===== src/rtl/gpio_bank_pkg.sv =====
package gpio_bank_pkg;
  localparam int BUS_W  = 32;
  localparam int ADDR_W = 8;

  // byte offsets decoded by software
  localparam logic [ADDR_W-1:0] OFS_MODE   = 8'h00;
  localparam logic [ADDR_W-1:0] OFS_DIR    = 8'h04;
  localparam logic [ADDR_W-1:0] OFS_OUT    = 8'h08;
  localparam logic [ADDR_W-1:0] OFS_IN     = 8'h0C;
  localparam logic [ADDR_W-1:0] OFS_STAT   = 8'h10;
  localparam logic [ADDR_W-1:0] OFS_CLR    = 8'h14;
  localparam logic [ADDR_W-1:0] OFS_MASK   = 8'h18;
  localparam logic [ADDR_W-1:0] OFS_UNMASK = 8'h1C;
  localparam logic [ADDR_W-1:0] OFS_POL    = 8'h20;
  localparam logic [ADDR_W-1:0] OFS_EDGE   = 8'h24;
  localparam logic [ADDR_W-1:0] OFS_FILT   = 8'h28;
  localparam logic [ADDR_W-1:0] OFS_BOTH   = 8'h4C;
endpackage


===== src/rtl/gpio_sync.sv =====
module gpio_sync #(
  parameter int WIDTH  = 32,
  parameter int STAGES = 2
) (
  input  logic             clk,
  input  logic             rst,
  input  logic [WIDTH-1:0] d,
  output logic [WIDTH-1:0] q
);
  logic [WIDTH-1:0] chain [STAGES];

  always_ff @(posedge clk) begin
    if (rst) begin
      for (int i = 0; i < STAGES; i++) chain[i] <= '0;
    end else begin
      chain[0] <= d;
      for (int i = 1; i < STAGES; i++) chain[i] <= chain[i-1];
    end
  end

  assign q = chain[STAGES-1];
endmodule


===== src/rtl/gpio_pin_sense.sv =====
module gpio_pin_sense (
  input  logic clk,
  input  logic rst,
  input  logic sync_i,
  input  logic int_en,
  input  logic pol,
  input  logic edge_en,
  input  logic both_en,
  input  logic clr_i,
  output logic status_o
);
  logic prev_q, status_q;
  logic act, act_prev, hit, status_d;

  assign act      = sync_i ^ pol;
  assign act_prev = prev_q ^ pol;
  assign hit      = both_en ? (sync_i ^ prev_q) : (act & ~act_prev);

  always_comb begin
    if (!int_en)      status_d = 1'b0;
    else if (edge_en) status_d = hit | (status_q & ~clr_i);
    else              status_d = act;
  end

  always_ff @(posedge clk) begin
    if (rst) begin
      prev_q   <= 1'b0;
      status_q <= 1'b0;
    end else begin
      prev_q   <= sync_i;
      status_q <= status_d;
    end
  end

  assign status_o = status_q;

  assert_level_follow_R4: assert property (@(posedge clk) disable iff (rst)
    (int_en && !edge_en) |=> (status_q == $past(act)));

  assert_edge_hold_R5: assert property (@(posedge clk) disable iff (rst)
    (int_en && edge_en && status_q && !clr_i) |=> (status_q || !int_en || !edge_en));

  assert_edge_beats_clear_R7: assert property (@(posedge clk) disable iff (rst)
    (int_en && edge_en && hit && clr_i) |=> status_q);

  assert_gpio_quiet_R10: assert property (@(posedge clk) disable iff (rst)
    (!int_en && !$past(int_en)) |-> !status_q);
endmodule


===== src/rtl/gpio_irq_bank.sv =====
module gpio_irq_bank
  import gpio_bank_pkg::*;
#(
  parameter int NUM_PINS    = 32,
  parameter int SYNC_STAGES = 2
) (
  input  logic                clk,
  input  logic                rst,
  input  logic [ADDR_W-1:0]   bus_addr,
  input  logic                bus_we,
  input  logic [BUS_W-1:0]    bus_wdata,
  output logic [BUS_W-1:0]    bus_rdata,
  input  logic [NUM_PINS-1:0] pad_in,
  output logic [NUM_PINS-1:0] pad_out,
  output logic [NUM_PINS-1:0] pad_oe,
  output logic                irq
);
  localparam int P = NUM_PINS;

  logic [P-1:0] mode_q, dir_q, out_q, pol_q, edge_q, both_q, filt_q, mask_q;
  logic [P-1:0] sync_v, status_v, clr_v, wd, rd_pins;

  assign wd    = bus_wdata[P-1:0];
  assign clr_v = (bus_we && bus_addr == OFS_CLR) ? wd : '0;

  gpio_sync #(.WIDTH(P), .STAGES(SYNC_STAGES)) u_sync (
    .clk(clk), .rst(rst), .d(pad_in), .q(sync_v)
  );

  for (genvar n = 0; n < P; n++) begin : g_pin
    gpio_pin_sense u_sense (
      .clk(clk), .rst(rst), .sync_i(sync_v[n]),
      .int_en(mode_q[n]), .pol(pol_q[n]), .edge_en(edge_q[n]),
      .both_en(both_q[n]), .clr_i(clr_v[n]), .status_o(status_v[n])
    );
  end

  always_ff @(posedge clk) begin
    if (rst) begin
      mode_q <= '0; dir_q <= '0; out_q <= '0; pol_q <= '0;
      edge_q <= '0; both_q <= '0; filt_q <= '0; mask_q <= '0;
    end else if (bus_we) begin
      case (bus_addr)
        OFS_MODE:   mode_q <= wd;
        OFS_DIR:    dir_q  <= wd;
        OFS_OUT:    out_q  <= wd;
        OFS_POL:    pol_q  <= wd;
        OFS_EDGE:   edge_q <= wd;
        OFS_BOTH:   both_q <= wd;
        OFS_FILT:   filt_q <= wd;
        OFS_MASK:   mask_q <= mask_q & wd;
        OFS_UNMASK: mask_q <= mask_q | wd;
        default: ;
      endcase
    end
  end

  always_comb begin
    case (bus_addr)
      OFS_MODE:   rd_pins = mode_q;
      OFS_DIR:    rd_pins = dir_q;
      OFS_OUT:    rd_pins = out_q;
      OFS_IN:     rd_pins = sync_v;
      OFS_STAT:   rd_pins = status_v;
      OFS_MASK:   rd_pins = mask_q;
      OFS_POL:    rd_pins = pol_q;
      OFS_EDGE:   rd_pins = edge_q;
      OFS_BOTH:   rd_pins = both_q;
      OFS_FILT:   rd_pins = filt_q;
      default:    rd_pins = '0;
    endcase
  end

  always_ff @(posedge clk) begin
    if (rst) bus_rdata <= '0;
    else     bus_rdata <= BUS_W'(rd_pins);
  end

  assign pad_out = out_q;
  assign pad_oe  = ~mode_q & dir_q;
  assign irq     = |(status_v & mask_q);

  assert_reset_state_R1: assert property (@(posedge clk)
    rst |=> (pad_oe == '0 && !irq && mask_q == '0));

  assert_oe_gpio_only_R2: assert property (@(posedge clk) disable iff (rst)
    (pad_oe & mode_q) == '0);

  assert_unmask_sets_R8: assert property (@(posedge clk) disable iff (rst)
    (bus_we && bus_addr == OFS_UNMASK) |=> ((mask_q & $past(wd)) == $past(wd)));

  assert_irq_needs_enable_R9: assert property (@(posedge clk) disable iff (rst)
    irq |-> (mask_q != '0));
endmodule


===== config.mk =====
export PLATFORM = sky130hd
export DESIGN_NAME = gpio_irq_bank
export DESIGN_NICKNAME = d
export VERILOG_FILES = /design/src/rtl/gpio_bank_pkg.sv /design/src/rtl/gpio_sync.sv /design/src/rtl/gpio_pin_sense.sv /design/src/rtl/gpio_irq_bank.sv
export SDC_FILE = /design/constraint.sdc
export NUM_CORES = 1
export LEC_CHECK = 0
export BUFFER_PORTS_ARGS = -buffer_cell sky130_fd_sc_hd__clkbuf_2
export CAP_MARGIN = 10
export CORE_UTILIZATION = 53
export CTS_CLUSTER_SIZE = 14
export DETAILED_ROUTE_END_ITERATION = 16
export GPL_ROUTABILITY_DRIVEN = 0
export HOLD_SLACK_MARGIN = 0.03
export PLACE_DENSITY = 0.72
export SYNTH_ARGS = -nofsm -noshare
export SYNTH_HDL_FRONTEND = slang
export SYNTH_HIERARCHICAL = 1
export SYNTH_SLANG_ARGS = --single-unit

===== constraint.sdc =====
create_clock -name clk -period 4.6 [get_ports clk]
set_input_delay 0.92 -clock clk [delete_from_list [all_inputs] [get_ports clk]]
set_output_delay 0.92 -clock clk [all_outputs]
set_load 0.1 [all_outputs]

==> flow_summary.yaml <==
final_layout:
  fillers: 3012
  layout_commonest_cell: "nand2_1"
  syn_to_final_growth_pct: 11.7
  fin_nets: 2312
  layout-drive-gt1-share_pct: 19.3
  antennaDiodeCount: 0
  layout_common_cells: "nand2_1 (505), dfxtp_1 (416), a21oi_1 (277), clkbuf_2 (170), nor2b_1 (105)"
run_status:
  status: "finished, final reports clean"
timing:
  fin_crit_sh_pct: 75.8
  setup-tns-final_ns: 0
  rsz0062_at_grt: "false"
  setup_viol_count_final: 0
  drv_slew: 0
  skew_ns: 0.0159
  hold_viol: 0
  relSlewSlack_pct: 28.9
  min_period_ns: 3.49
  worst_pin_slew_ns: 1.06
  max_freq_mhz: 287
clocking:
  holdBufCountCts: 0
  cts_root_buf: "clkbuf_16"
  htreeDepth: 2
  clock-sinks: 416
  cts.clk_slew.worst_paths_ns: 0.06
  post-cts-setup-buffer-count: 0
  cts_buffers: 43
  cts.repair.resized: 0
  clk_latency_ns: 0.56
  cts_tree: "yes"
  max-clock-path-buffers: 3
synthesis:
  synth.cell_area_um2: 18700
  synthFlopType: "dfxtp_1"
  synth_seq_area_share_pct: 44.4
  yosys_register_bits: 416
  synth_cell_type_count: 60
  synth_warnings: 6
  netlist_instances: 2179
  synth_edf_count: 0
  synth_area_per_cell_um2: 8.60
  synth_nets: 2254
  async_reset_ff_share_pct: 0
drt:
  drc_errors: 0
  routed_wl_mm: 61.0
  final_antenna_net_count: 0
  via_per_inst: 6.07
  vias: 16500
  routedWlPerCell_um: 22.4
  dr.first_iter.drc_count: 1904
  drt-pass1-iter-count: 7
die:
  io-pin-count: 172
  start_util_pct: 54.1
  coreArea_um2: 34600
  row_count: 68
  dieHeight_um: 190
  dieArea_um2: 36100
  chipWidth_um: 190
global_routing:
  grt_pass1_vias: 15700
  grt_first_pass_wirelength_mm: 91.9
  grt_max_degree: 115
  grt.total_usage_pct: 33.2
  grt_antenna_before_repair: 1
  grt_overflow: 0
critical_path:
  path_cells: "a22oi_1, nand4_1, or4_1, clkbuf_2"
  arrival_ns: 2.57
  path_max_fanout: 4
  cp-end-kind: "primary output"
  required_ns: 3.68
  setup.worst_path.start: "mask_q[1]"
  cp_top_family: "simple AND/OR/NAND/NOR gates"
  start_kind: "flop"
  slowest_stage: "or4_1"
  critPathKind: "reg -> out"
  timing.rr.start: "edge_q[11]"
  cpPeakStageDelay_ns: 0.66
  crit_buf_inv: 1
power:
  p_int_mw: 5.96
  p_sw_mw: 1.73
  p_comb_share_pct: 4.7
  seq_power_share_pct: 47.7
  ir_drop_mv: 0.321
  pwr-share-clk_pct: 47.6
  power_mw: 7.69
  switching_share_pct: 22.5
  p_per_area_nw_per_um2: 367
  power.leakage_nw: 7.41
placement:
  post-dp-hpwl_mm: 40.4
  io_buffers: 171
run:
  cap_violations: 0
hold_path:
  holdCritPathClass: "reg -> reg"
  min-delay-start: "u_sync/chain[0][31]"
cell families (layout without fill, tap and decap cells):
logic type,Yosys count,count (layout),share of synthesized area (%)
mux,82,82,4.59
buf+inv,211,298,6.32
xor+xnor,64,64,2.99
flops,416,416,44.4
compound gates,539,539,18.4
simple gates,867,867,23.2
cell type report:
cell class | instances | area, um2 | share of cell area, %
multi-input combinational | 1552 | 9230 | 44.1
sequential | 416 | 8330 | 39.8
timing repair buffer | 221 | 1320 | 6.29
clock buffer | 60 | 1270 | 6.08
tap | 455 | 569 | 2.72
clock inverter | 14 | 204 | 0.974
inverter | 3 | 11.3 | 0.0538
power by group through the flow:
stage	combinational [mW]	sequential, mW	clock (mW)
5_1_grt	0.379	3.67	3.82
3_5_place_dp	0.351	3.75	0
2_1_floorplan	0.277	3.73	0
3_3_place_gp	0.346	3.75	0
6_report	0.362	3.67	3.66
4_1_cts	0.353	3.67	3.68
flip-flops by register name, indices dropped and copies added, names as in the netlist:
register / cells
u_sync/chain: 64
both_q: 32
bus_rdata: 32
dir_q: 32
edge_q: 32
filt_q: 32
g_pin.u_sense/prev_q: 32
g_pin.u_sense/status_o: 32
mask_q: 32
mode_q: 32
pad_out: 32
pol_q: 32
final timing paths:
check                           cells after the start  slack [ns]                   to
worst max register to register                      4        3.07        bus_rdata[11]
worst min register to register                      1        0.43  u_sync/chain[0][63]
worst max-delay path                                4        1.11                  irq
worst min-delay path                                1        0.43  u_sync/chain[0][63]
Yosys cell counts, drive strengths merged, types with 32 or more instances:
cell type | instances | area, um2
xnor2 | 32 | 280
a21oi | 277 | 1390
nand2 | 505 | 1900
mux2i | 50 | 500
clkbuf | 83 | 313
nor2 | 50 | 233
a221oi | 36 | 515
o21ai | 74 | 370
nor2b | 165 | 1180
xor2 | 32 | 280
buf | 125 | 860
dfxtp | 416 | 8330
nand2b | 32 | 200
a22oi | 58 | 435
and2 | 36 | 225
mux2 | 32 | 360
layer usage:
metal / share of wire (%) / vias up / GRT usage [%]
met5: 0.021 / - / 0
met4: 5.2 / 2 / 17.4
met3: 11 / 210 / 6.49
met2: 45 / 982 / 52.2
met1: 39 / 7857 / 43.1
li1: - / 7477 / -
per-stage QoR:
step                instance area (um2)  worst slack, ns  std cells  utilization [%]  hold WS, ns
CTS                               20900             1.25       2721             60.5        0.436
floorplan                         18700             2.00       2179                -        0.414
detailed placement                19500             1.26       2647             56.2        0.422
global placement                  19500             1.27       2647             56.2        0.418
finish                            20900             1.11       2721             60.5        0.434
global route                      20900             1.13       2721             60.5        0.452
No activity file was read; power rests on OpenSTA's default activity.
